**src/rtl/esc_dec_pkg.sv**
```systemverilog
package esc_dec_pkg;
  localparam int BYTE_W = 8;
  localparam int ESC_W  = 5;
  localparam logic [ESC_W-1:0] ESC_PAT = 5'b11011;
  localparam int HALF_W = 3;
  localparam int OP_W   = 2 * HALF_W;
  localparam int MODE_W = 2;
  localparam int RM_W   = 3;
  localparam int DISP_W = 2;

  localparam logic [MODE_W-1:0] MODE_REG   = 2'b11;
  localparam logic [MODE_W-1:0] MODE_D8    = 2'b01;
  localparam logic [MODE_W-1:0] MODE_D16   = 2'b10;
  localparam logic [RM_W-1:0]   RM_DIRECT  = 3'b110;

  typedef struct packed {
    logic              cop;
    logic [OP_W-1:0]   opcode;
    logic [MODE_W-1:0] mode;
    logic [RM_W-1:0]   rm;
    logic              mem;
    logic [DISP_W-1:0] disp;
  } dec_t;

  function automatic logic is_escape(input logic [BYTE_W-1:0] b);
    return b[BYTE_W-1 -: ESC_W] == ESC_PAT;
  endfunction

  function automatic logic [DISP_W-1:0] disp_bytes(input logic [MODE_W-1:0] mode,
                                                   input logic [RM_W-1:0]   rm);
    logic [DISP_W-1:0] n;
    unique case (mode)
      MODE_D8:  n = 2'd1;
      MODE_D16: n = 2'd2;
      MODE_REG: n = 2'd0;
      default:  n = (rm == RM_DIRECT) ? 2'd2 : 2'd0;
    endcase
    return n;
  endfunction

  function automatic dec_t decode_pair(input logic [HALF_W-1:0] hi_op,
                                       input logic [BYTE_W-1:0] second);
    dec_t d;
    d.cop    = 1'b1;
    d.mode   = second[BYTE_W-1 -: MODE_W];
    d.opcode = {hi_op, second[RM_W +: HALF_W]};
    d.rm     = second[RM_W-1:0];
    d.mem    = (d.mode != MODE_REG);
    d.disp   = disp_bytes(d.mode, d.rm);
    return d;
  endfunction
endpackage

```
**src/rtl/esc_byte_sequencer.sv**
```systemverilog
module esc_byte_sequencer
  import esc_dec_pkg::*;
(
  input  logic              clk,
  input  logic              rst_n,
  input  logic              in_valid,
  input  logic [BYTE_W-1:0] in_byte,
  input  logic [DISP_W-1:0] disp_req,
  output logic              take_first,
  output logic              take_second,
  output logic              skip_byte,
  output logic              esc_hit,
  output logic [HALF_W-1:0] held_hi
);
  typedef enum logic [1:0] {S_FIRST, S_SECOND, S_SKIP} seq_e;
  seq_e              st;
  logic [DISP_W-1:0] left;

  assign take_first  = in_valid && (st == S_FIRST);
  assign take_second = in_valid && (st == S_SECOND);
  assign skip_byte   = in_valid && (st == S_SKIP);
  assign esc_hit     = take_first && is_escape(in_byte);

  always_ff @(posedge clk or negedge rst_n) begin
    if (!rst_n) begin
      st      <= S_FIRST;
      left    <= '0;
      held_hi <= '0;
    end else begin
      if (esc_hit) begin
        st      <= S_SECOND;
        held_hi <= in_byte[HALF_W-1:0];
      end else if (take_second) begin
        left <= disp_req;
        st   <= (disp_req != '0) ? S_SKIP : S_FIRST;
      end else if (skip_byte) begin
        left <= left - 1'b1;
        if (left == DISP_W'(1)) st <= S_FIRST;
      end
    end
  end
endmodule

```
**src/rtl/esc_field_decoder.sv**
```systemverilog
module esc_field_decoder
  import esc_dec_pkg::*;
(
  input  logic [HALF_W-1:0] hi_op,
  input  logic [BYTE_W-1:0] second,
  output dec_t              dec
);
  always_comb dec = decode_pair(hi_op, second);
endmodule

```
**src/rtl/esc_opcode_decoder.sv**
```systemverilog
module esc_opcode_decoder
  import esc_dec_pkg::*;
(
  input  logic       clk,
  input  logic       rst_n,
  input  logic       in_valid,
  input  logic [7:0] in_byte,
  output logic       out_valid,
  output logic       out_cop,
  output logic [5:0] out_opcode,
  output logic [1:0] out_mode,
  output logic [2:0] out_rm,
  output logic       out_mem,
  output logic [1:0] out_disp
);
  logic              take_first, take_second, skip_byte, esc_hit;
  logic [HALF_W-1:0] held_hi;
  dec_t              pair_dec, res;
  logic              reject;

  esc_byte_sequencer u_seq (
    .clk(clk), .rst_n(rst_n), .in_valid(in_valid), .in_byte(in_byte),
    .disp_req(pair_dec.disp), .take_first(take_first), .take_second(take_second),
    .skip_byte(skip_byte), .esc_hit(esc_hit), .held_hi(held_hi)
  );

  esc_field_decoder u_dec (.hi_op(held_hi), .second(in_byte), .dec(pair_dec));

  assign reject = take_first && !esc_hit;

  always_ff @(posedge clk or negedge rst_n) begin
    if (!rst_n) begin
      out_valid <= 1'b0;
      res       <= '0;
    end else begin
      out_valid <= take_second || reject;
      if (take_second) res <= pair_dec;
      else if (reject) res <= '0;
    end
  end

  assign out_cop    = res.cop;
  assign out_opcode = res.opcode;
  assign out_mode   = res.mode;
  assign out_rm     = res.rm;
  assign out_mem    = res.mem;
  assign out_disp   = res.disp;
endmodule

```
**config.mk**
```make
export PLATFORM = sky130hd
export DESIGN_NAME = esc_opcode_decoder
export DESIGN_NICKNAME = d
export VERILOG_FILES = /design/src/rtl/esc_dec_pkg.sv /design/src/rtl/esc_byte_sequencer.sv /design/src/rtl/esc_field_decoder.sv /design/src/rtl/esc_opcode_decoder.sv
export SDC_FILE = /design/constraint.sdc
export NUM_CORES = 1
export LEC_CHECK = 0
export ABC_AREA = 1
export ABC_CLOCK_PERIOD_IN_PS = 1000
export CAP_MARGIN = 20
export CELL_PAD_IN_SITES_DETAIL_PLACEMENT = 0
export CELL_PAD_IN_SITES_GLOBAL_PLACEMENT = 1
export CORE_ASPECT_RATIO = 0.6
export CORE_MARGIN = 5
export CORE_UTILIZATION = 33
export CTS_BUF_LIST = sky130_fd_sc_hd__clkbuf_4 sky130_fd_sc_hd__clkbuf_8
export DETAILED_ROUTE_END_ITERATION = 6
export PLACE_DENSITY_LB_ADDON = 0.1
export SLEW_MARGIN = 10
export SYNTH_ARGS = -nofsm -noshare
export SYNTH_HDL_FRONTEND = slang
export SYNTH_SLANG_ARGS = --single-unit
```
**constraint.sdc**
```tcl
create_clock -name clk -period 1 [get_ports clk]
set_input_delay 0.2 -clock clk [delete_from_list [all_inputs] [get_ports clk]]
set_output_delay 0.2 -clock clk [all_outputs]
set_load 0.005 [all_outputs]
```
==> impl_metrics.py <==
metrics = {
    "run_status": {
        "outcome": "finished, violations left",
        "violations": "setup timing",
    },
    "clock_network": {
        "root_buffer": "clkbuf_8",
        "clock_sinks": 23,
        "cts_made_buffers": 3,
        "worstSkewPairLatency_ns": 0.26,
        "cts.clk_slew.worst_paths_ns": 0.08,
        "cts-htree-levels": 1,
        "cts_tree": "built",
        "clk_path_buf_depth": 2,
    },
    "routing": {
        "num_vias": 1010,
        "drt.antenna.violating_nets": 0,
        "wl_per_cell_um": 11.9,
        "drc_errors": 0,
        "vias_per_cell": 4.33,
        "drt-pass1-iter-count": 4,
        "routed_wl_um": 2770,
        "dr.first_iter.drc_count": 34,
    },
    "synthesis": {
        "syn_nets": 130,
        "avgSynthCellArea_um2": 9.10,
        "syn_area_um2": 1070,
        "ys_seq_area_share_pct": 53.6,
        "synth_warnings": 0,
        "syn_inst": 118,
        "ys_ff_latch": 23,
        "synth_cell_types": 17,
    },
    "finish": {
        "layout_commonest_cell": "nand2_1",
        "fin_util_pct": 55.1,
        "nNetsFinal": 201,
        "fillers": 302,
        "stdcell_count": 233,
        "diodes": 0,
        "drive_gt1_share_pct": 48.4,
        "final_cell_mix": "41 x nand2_1, 35 x buf_4, 23 x dfrtp_1",
        "syn_to_final_growth_pct": 63.4,
    },
    "global_routing": {
        "grt_max_degree": 24,
        "grt_use_total_pct": 13.6,
        "grt_pass1_wl_um": 4750,
        "antenna_found_initial": 0,
        "first_global_vias": 984,
        "overflow": 0,
    },
    "setup_path": {
        "crit_arrival_ns": 1.31,
        "slowest_stage": "dfrtp_1",
        "cpPeakStageDelay_ns": 0.40,
        "crit_type": "flip-flop to flip-flop",
        "path_cells": "buf_6, nor2_4, inv_4, buf_12, nand3_2, nand2_1",
        "critPathCaptureType": "flip-flop",
        "reg2reg_depth": 6,
        "worst_setup_path_start_kind": "flip-flop",
        "crit_required_ns": 1.15,
        "critPathMaxFanout": 8,
    },
    "floorplanning": {
        "design.die.area_um2": 4530,
        "boundaryPins": 27,
        "initial_utilization_pct": 33.7,
        "die_y_um": 54.2,
        "row_count": 16,
        "die_w_um": 83.6,
        "core_area_um2": 3180,
    },
    "place": {
        "io_buffers": 26,
        "gp_congestion": 0.811,
        "dp_hpwl_um": 2020,
        "dpl_worst_slack_ns": -0.508,
        "post-place-cells": 217,
    },
    "sta": {
        "tightest_slew_ns": 0.229,
        "finalCriticalPeriod_ns": 1.16,
        "max_freq_ghz": 0.862,
        "hold_viol_final": 0,
        "whs_ns": 0.278,
        "clock_skew_ns": 0.00767,
        "fin_crit_sh_pct": 116,
        "setup_violations": 23,
        "layout_setup_ws_ns": -0.160,
        "slew_violations": 0,
        "grt_setup_unrepaired": "true",
        "maxSlewHeadroom_pct": 84.8,
    },
    "power": {
        "p_comb_share_pct": 48.8,
        "p_total_uw": 3830,
        "p_seq_share_pct": 36.3,
        "p_int_uw": 2530,
        "netSwitchingPower_uw": 1300,
        "pwr-share-clk_pct": 14.9,
        "leakagePower_uw": 0.000994,
        "ir_drop_mv": 0.919,
        "switching_share_pct": 34.0,
        "pwr_density_cell_nw_per_um2": 2180,
    },
    "worst_hold_path": {
        "holdCritPathClass": "input pin to async pin",
    },
    "run": {
        "maxCapViolCount": 0,
    },
}
Yosys cell counts (all sizes together):
cell	number	share of area (%)
nand2	50	18
nand3	20	13
buf	3	3.1
nor2	4	2.8
o21ai	6	3.8
ha	1	1.2
inv	10	3.7
dfrtp	23	54
nor3	1	0.47
layer usage:
| metal | vias up | track usage, % | part of all wire, % |
|---|---|---|---|
| li1 | 516 | - | - |
| met1 | 470 | 16.2 | 49 |
| met5 | - | 0 | 0 |
| met3 | 2 | 4.28 | 5.1 |
| met4 | 0 | 3.21 | 0.51 |
| met2 | 22 | 24.5 | 46 |
state kept, by name, indices dropped and copies added (netlist names):
name           count
out_opcode         6
out_rm             3
u_seq.held_hi      3
out_disp           2
out_mode           2
u_seq.left         2
u_seq.st           2
out_cop            1
out_mem            1
out_valid          1
through the flow:
stage | area [um2] | TNS (ns)
2_1_floorplan | 1070 | -1.11
3_5_place_dp | 1630 | -11.04
3_3_place_gp | 1630 | -10.22
6_report | 1750 | -2.72
5_1_grt | 1750 | -4.63
4_1_cts | 1720 | -2.78
power groups by stage:
| stage | registers, uW | logic (uW) | clock network (uW) |
|---|---|---|---|
| 2_1_floorplan | 1450 | 683 | 0 |
| 3_3_place_gp | 1400 | 1700 | 0 |
| 3_5_place_dp | 1410 | 1710 | 0 |
| 4_1_cts | 1390 | 1810 | 604 |
| 5_1_grt | 1420 | 2100 | 631 |
| 6_report | 1390 | 1870 | 570 |
worst max-delay path: cells and delay by family, from the launching register on:
kind,cells,cell delay [ns]
buffers and inverters,3,0.37
AND/OR/NAND/NOR,3,0.27
flip-flops,1,0.40
worst paths after layout:
check,end,slack (ns),start
worst max-delay path,out_opcode[5],-0.16,u_seq.st[1]
min in group clk,out_opcode[2],0.31,in_byte[5]
worst max register to register,out_opcode[5],-0.16,u_seq.st[1]
worst min-delay path,out_mode[1],0.28,rst_n
worst min register to register,u_seq.left[1],0.49,u_seq.left[1]
max in group asynchronous,u_seq.left[1],0.57,rst_n
final cells by class:
class	instances	area, um2	share of cell area [%]
clock inverters	1	5.00	0.285
clock buffers	3	41.3	2.35
inverters	10	40.0	2.28
well taps	45	56.3	3.21
repair buffers	69	552	31.5
flip-flops and latches	23	576	32.8
multi-input cells	82	484	27.6
cell families (layout without fill, tap and decap cells):
| logic type | Yosys count | in the layout | synth area share, % |
|---|---|---|---|
| AND/OR/NAND/NOR | 75 | 75 | 34.5 |
| AO/OA/AOI/OAI | 6 | 6 | 3.85 |
| buffers and inverters | 13 | 83 | 6.88 |
| adder cells (fa/ha/maj) | 1 | 1 | 1.17 |
| flip-flops | 23 | 23 | 53.6 |
timing repair:
action | 4_1_cts | 5_1_grt
setup buffers | 7 | 4
gates resized for setup | 90 | 4
endpoints found under the setup margin | 39 | 33
pin swaps | 11 | 3
gates cloned | 1 | 0
hold buffers | 0 | 0
(Power assumes the default switching activity.)
